`config.mk`:
```
export PLATFORM = sky130hd
export DESIGN_NAME = tsp_port_ctrl
export DESIGN_NICKNAME = d
export VERILOG_FILES = /design/src/rtl/tsp_pkg.sv /design/src/rtl/tsp_sync.sv /design/src/rtl/tsp_pin_mux.sv /design/src/rtl/tsp_fault_mon.sv /design/src/rtl/tsp_port_ctrl.sv
export SDC_FILE = /design/constraint.sdc
export NUM_CORES = 1
export LEC_CHECK = 0
export ABC_AREA = 1
export BUFFER_PORTS_ARGS = -buffer_cell sky130_fd_sc_hd__buf_2
export CORE_ASPECT_RATIO = 0.8
export CORE_MARGIN = 5
export CORE_UTILIZATION = 54
export DETAILED_ROUTE_END_ITERATION = 16
export GPL_TIMING_DRIVEN = 0
export PLACE_DENSITY = 0.88
export SLEW_MARGIN = 20
export SYNTH_ARGS = -nofsm -noshare
export SYNTH_HDL_FRONTEND = slang
export SYNTH_SLANG_ARGS = --single-unit
```
`constraint.sdc`:
```
create_clock -name clk -period 1.65 [get_ports clk]
set_input_delay 0 -clock clk [delete_from_list [all_inputs] [get_ports clk]]
set_output_delay 0 -clock clk [all_outputs]
set_load 0.01 [all_outputs]
```
`src/rtl/tsp_pkg.sv`:
```
package tsp_pkg;
   localparam int unsigned ADDR_W = 2;
   typedef enum logic [ADDR_W-1:0] {
      REG_DATA = 2'd0,
      REG_DIR  = 2'd1,
      REG_PIN  = 2'd2,
      REG_FLT  = 2'd3
   } tsp_reg_e;
endpackage

```
`src/rtl/tsp_sync.sv`:
```
module tsp_sync #(
   parameter int unsigned WIDTH  = 8,
   parameter int unsigned STAGES = 2
) (
   input  logic             clk,
   input  logic             rst_n,
   input  logic [WIDTH-1:0] d,
   output logic [WIDTH-1:0] q
);
   if (STAGES < 2) begin : g_bad_stages
      $error("tsp_sync: STAGES must be at least 2");
   end

   logic [WIDTH-1:0] stg [STAGES];

   always_ff @(posedge clk or negedge rst_n) begin
      if (!rst_n) begin
         for (int s = 0; s < STAGES; s++) stg[s] <= '0;
      end else begin
         stg[0] <= d;
         for (int s = 1; s < STAGES; s++) stg[s] <= stg[s-1];
      end
   end

   assign q = stg[STAGES-1];
endmodule

```
`src/rtl/tsp_pin_mux.sv`:
```
module tsp_pin_mux #(
   parameter int unsigned WIDTH = 8
) (
   input  logic [WIDTH-1:0] oc_en,
   input  logic [WIDTH-1:0] oc_lvl,
   input  logic [WIDTH-1:0] dir,
   input  logic [WIDTH-1:0] data,
   output logic [WIDTH-1:0] oe,
   output logic [WIDTH-1:0] out
);
   for (genvar i = 0; i < WIDTH; i++) begin : g_pin
      assign oe[i]  = oc_en[i] | dir[i];
      assign out[i] = oc_en[i] ? oc_lvl[i] : data[i];
   end
endmodule

```
`src/rtl/tsp_fault_mon.sv`:
```
module tsp_fault_mon #(
   parameter int unsigned WIDTH   = 8,
   parameter bit          ENABLED = 1'b1
) (
   input  logic             clk,
   input  logic             rst_n,
   input  logic [WIDTH-1:0] oe,
   input  logic [WIDTH-1:0] out,
   input  logic [WIDTH-1:0] lvl,
   output logic [WIDTH-1:0] flag
);
   if (ENABLED) begin : g_mon
      logic [WIDTH-1:0] diff_now;
      logic [WIDTH-1:0] diff_prev;
      logic [WIDTH-1:0] flag_q;

      assign diff_now = oe & (lvl ^ out);

      always_ff @(posedge clk or negedge rst_n) begin
         if (!rst_n) begin
            diff_prev <= '0;
            flag_q    <= '0;
         end else begin
            diff_prev <= diff_now;
            flag_q    <= diff_now & diff_prev;
         end
      end
      assign flag = flag_q;
   end else begin : g_nomon
      assign flag = '0;
   end
endmodule

```
`src/rtl/tsp_port_ctrl.sv`:
```
module tsp_port_ctrl #(
   parameter int unsigned WIDTH        = 8,
   parameter int unsigned SYNC_STAGES  = 2,
   parameter bit          FAULT_DETECT = 1'b1
) (
   input  logic                      clk,
   input  logic                      rst_n,
   input  logic                      bus_sel,
   input  logic                      bus_wr,
   input  logic [tsp_pkg::ADDR_W-1:0] bus_addr,
   input  logic [WIDTH-1:0]          bus_wdata,
   output logic [WIDTH-1:0]          bus_rdata,
   input  logic [WIDTH-1:0]          oc_en,
   input  logic [WIDTH-1:0]          oc_lvl,
   input  logic [WIDTH-1:0]          pin_in,
   output logic [WIDTH-1:0]          pin_out,
   output logic [WIDTH-1:0]          pin_oe,
   output logic [WIDTH-1:0]          cap_lvl,
   output logic [WIDTH-1:0]          pin_fault
);
   import tsp_pkg::*;

   if (WIDTH < 1 || WIDTH > 32) begin : g_bad_width
      $error("tsp_port_ctrl: WIDTH out of range 1..32");
   end

   logic [WIDTH-1:0] data_q;
   logic [WIDTH-1:0] dir_q;
   logic [WIDTH-1:0] pin_sync;
   logic             wr_data;
   logic             wr_dir;
   tsp_reg_e         sel_reg;

   assign sel_reg = tsp_reg_e'(bus_addr);
   assign wr_data = bus_sel && bus_wr && (sel_reg == REG_DATA);
   assign wr_dir  = bus_sel && bus_wr && (sel_reg == REG_DIR);

   always_ff @(posedge clk or negedge rst_n) begin
      if (!rst_n) begin
         data_q <= '0;
         dir_q  <= '0;
      end else begin
         if (wr_data) data_q <= bus_wdata;
         if (wr_dir)  dir_q  <= bus_wdata;
      end
   end

   tsp_sync #(.WIDTH(WIDTH), .STAGES(SYNC_STAGES)) u_sync (
      .clk   (clk),
      .rst_n (rst_n),
      .d     (pin_in),
      .q     (pin_sync)
   );

   tsp_pin_mux #(.WIDTH(WIDTH)) u_mux (
      .oc_en  (oc_en),
      .oc_lvl (oc_lvl),
      .dir    (dir_q),
      .data   (data_q),
      .oe     (pin_oe),
      .out    (pin_out)
   );

   tsp_fault_mon #(.WIDTH(WIDTH), .ENABLED(FAULT_DETECT)) u_fault (
      .clk   (clk),
      .rst_n (rst_n),
      .oe    (pin_oe),
      .out   (pin_out),
      .lvl   (pin_sync),
      .flag  (pin_fault)
   );

   assign cap_lvl = pin_sync;

   always_comb begin
      unique case (sel_reg)
         REG_DATA: bus_rdata = (dir_q & data_q) | (~dir_q & pin_sync);
         REG_DIR:  bus_rdata = dir_q;
         REG_PIN:  bus_rdata = pin_sync;
         REG_FLT:  bus_rdata = pin_fault;
         default:  bus_rdata = '0;
      endcase
   end
endmodule

```
==> summary.txt <==
Max VDD drop -> 0.646 mV
Post-synth top cells -> nand2_1, inv_1, dfrtp_1, nand3_1, nor2_1
Multi-input gate area -> 802 um^2
Vias in the first global route -> 2,331
Core Area -> 0.00420 mm^2
Cell taking the most area after synthesis -> dfrtp_1
Min-Delay Path Class -> input port to register
Die Y -> 69.3 um
Yosys cell types -> 14
Flops & latches, synth -> 48
Die width -> 84.1 um
Max cap viols -> 0
Ports -> 78
Mapped Nets -> 347
Post-synth EDFFs -> 0
Cells after synthesis -> 309
ANT nets after route -> 0
Global-route wire length before repair -> 10.0 mm
Number of diodes -> 0
Most common cell in the synthesized netlist -> nand2_1
Pre-antenna DRT Iters -> 4
Nets@finish -> 448
Register area -> 0.00120 mm^2
Grt total ovfl -> 0
Largest net degree at the start of global routing -> 49
Synth Cell Area -> 0.00237 mm^2
Final WS setup -> 0.457 ns
CTS tree -> done
Clock buffer count from CTS -> 5
Outcome -> complete, no violations
Post_cts resized -> 0
Placer Congestion -> 0.808
Clock root cell -> clkbuf_8
Initial antenna violation count -> 0
Worst skew pair latency -> 0.30 ns
RSZ-0062 raised after global routing -> false
CP arrival -> 1.19 ns
FMAX -> 0.838 GHz
Area contributors post-synth -> dfrtp_1, nand2_1, inv_1, nand3_1, o21ai_2
IO Port Bufs -> 77
Setup violators final -> 0
Num rows -> 21
GRT Total Usage -> 20.9%
DRT Wirelength -> 5.45 mm
Total number of vias -> 2,204
Residual DRC -> 0
Final Hold Vio Count -> 0
Ys async rst share -> 100%
Seq/Total Area, Yosys -> 50.7%
WL per Instance -> 11.7 um
Slew @ Worst Pin -> 0.731 ns
Worst-path clk slew -> 0.08 ns
Kind of start point of the critical path -> register
Post-route setup TNS -> 0 ns
DR vias/cell -> 4.71
# hold bufs at CTS -> 17
P_leak -> 1.86 nW
Share of cells above drive strength 1 -> 26.3%
Starting Density -> 56.4%
Iter 0 DRT Violations -> 126
Max Slew Vio Count -> 0
Placement Setup Slack -> 0.473 ns
Critical Path End Type -> output port
Pwr/cell area -> 905 mW/mm^2
Crit-path max FO -> 3
Tcrit/Tclk final -> 72.3%
Clock Sinks -> 48
Yosys warns -> 0
Proportion of netlist area held by the largest area contributor -> 50.7%
Syn avg cell area -> 7.67 um^2
Critical path class -> register to output port
Min cycle time layout -> 1.19 ns
Placed wire-length estimate -> 3.92 mm
P&R area growth vs syn -> 30.3%
Ys flop type -> dfrtp_1
Clock Tree Buf Depth -> 2
Slew headroom -> 51.1%
Required @ worst endpoint -> 1.65 ns
H-tree depth -> 2
Setup bufs post-CTS -> 0
Die ar. -> 0.00582 mm^2
Fillcell total -> 341
Clock skew -> 0.00275 ns
critical path: stages (launching register included):
cell and delay [ns]:
dfrtp_1 0.41, inv_1 0.09, nand2_1 0.06, nand3_1 0.08
nand4_1 0.10, buf_2 0.16
stage by stage:
stage | hold slack [ns] | util, % | power [W] | instances | instance area [um^2]
finish | 0.0787 | 73.5 | 0.00280 | 468 | 3090
detailed placement | 0.109 | 67.3 | 0.00210 | 443 | 2830
floorplan | -0.296 | - | 0.00183 | 309 | 2370
global route | 0.126 | 73.5 | 0.00300 | 468 | 3090
CTS | 0.0715 | 73.5 | 0.00283 | 468 | 3090
global placement | 0.109 | 67.3 | 0.00207 | 443 | 2830
cells by family after synthesis:
| group | synth area share, % |
|---|---|
| simple gates | 29.2 |
| buf+inv | 15.5 |
| compound gates | 4.64 |
| flops | 50.7 |
flip-flops by register name, summed over array words and instances (netlist names):
register,flops
data_q,8
dir_q,8
u_fault.flag,8
u_fault.g_mon.diff_prev,8
u_sync.q,8
u_sync.stg,8
worst paths after layout:
path / from / end / slack, ns / cells after the start
setup / recovery: data_q[7] / bus_rdata[7] / 0.46 / 5
hold / removal: oc_lvl[1] / u_fault.g_mon.diff_prev[1] / 0.08 / 5
setup reg to reg: data_q[4] / u_fault.flag[4] / 0.76 / 5
hold reg to reg: u_sync.stg[10] / u_sync.q[2] / 0.35 / 0
max in group asynchronous: rst_n / u_fault.flag[2] / 1.02 / 2
min in group asynchronous: rst_n / u_fault.g_mon.diff_prev[1] / 0.24 / 2
metal layers:
layer / track usage [%] / up-vias / share of wire [%]
met5: 0 / - / 0
met4: 4.64 / 0 / 0.77
met3: 6.18 / 5 / 6.8
met2: 35.6 / 73 / 49
met1: 26.2 / 1009 / 44
li1: - / 1117 / -
power breakdown:
group | leakage, nW | switching (W) | total, W | internal [W]
sequential | 0.596 | 0.000103 | 0.00142 | 0.00131
clock | 0.0455 | 0.000353 | 0.000695 | 0.000342
combinational | 1.22 | 0.000394 | 0.000687 | 0.000293
layout by cell type, fill, tap and decap left out:
cell / n
nand2_1: 104
buf_2: 76
inv_1: 75
dfrtp_1: 48
nand3_1: 32
dlygate4sd3_1: 17
nor2_1: 9
buf_4: 9
nand4_1: 8
o21ai_0: 8
o21ai_2: 8
clkbuf_8: 6
nor2_4: 2
nand2_4: 2
buf_6: 2
nand2_2: 2
clkbuf_1: 2
inv_2: 1
layout make-up:
class / count / area share (%)
Inverter: 76 / 9.23
Tap cell: 57 / 2.31
Timing Repair Buffer: 94 / 18.1
Clock buffer: 8 / 2.91
Buffer: 10 / 2.67
Multi-Input combinational cell: 175 / 26.0
Sequential cell: 48 / 38.9
Power figures use the tool's default switching activity.
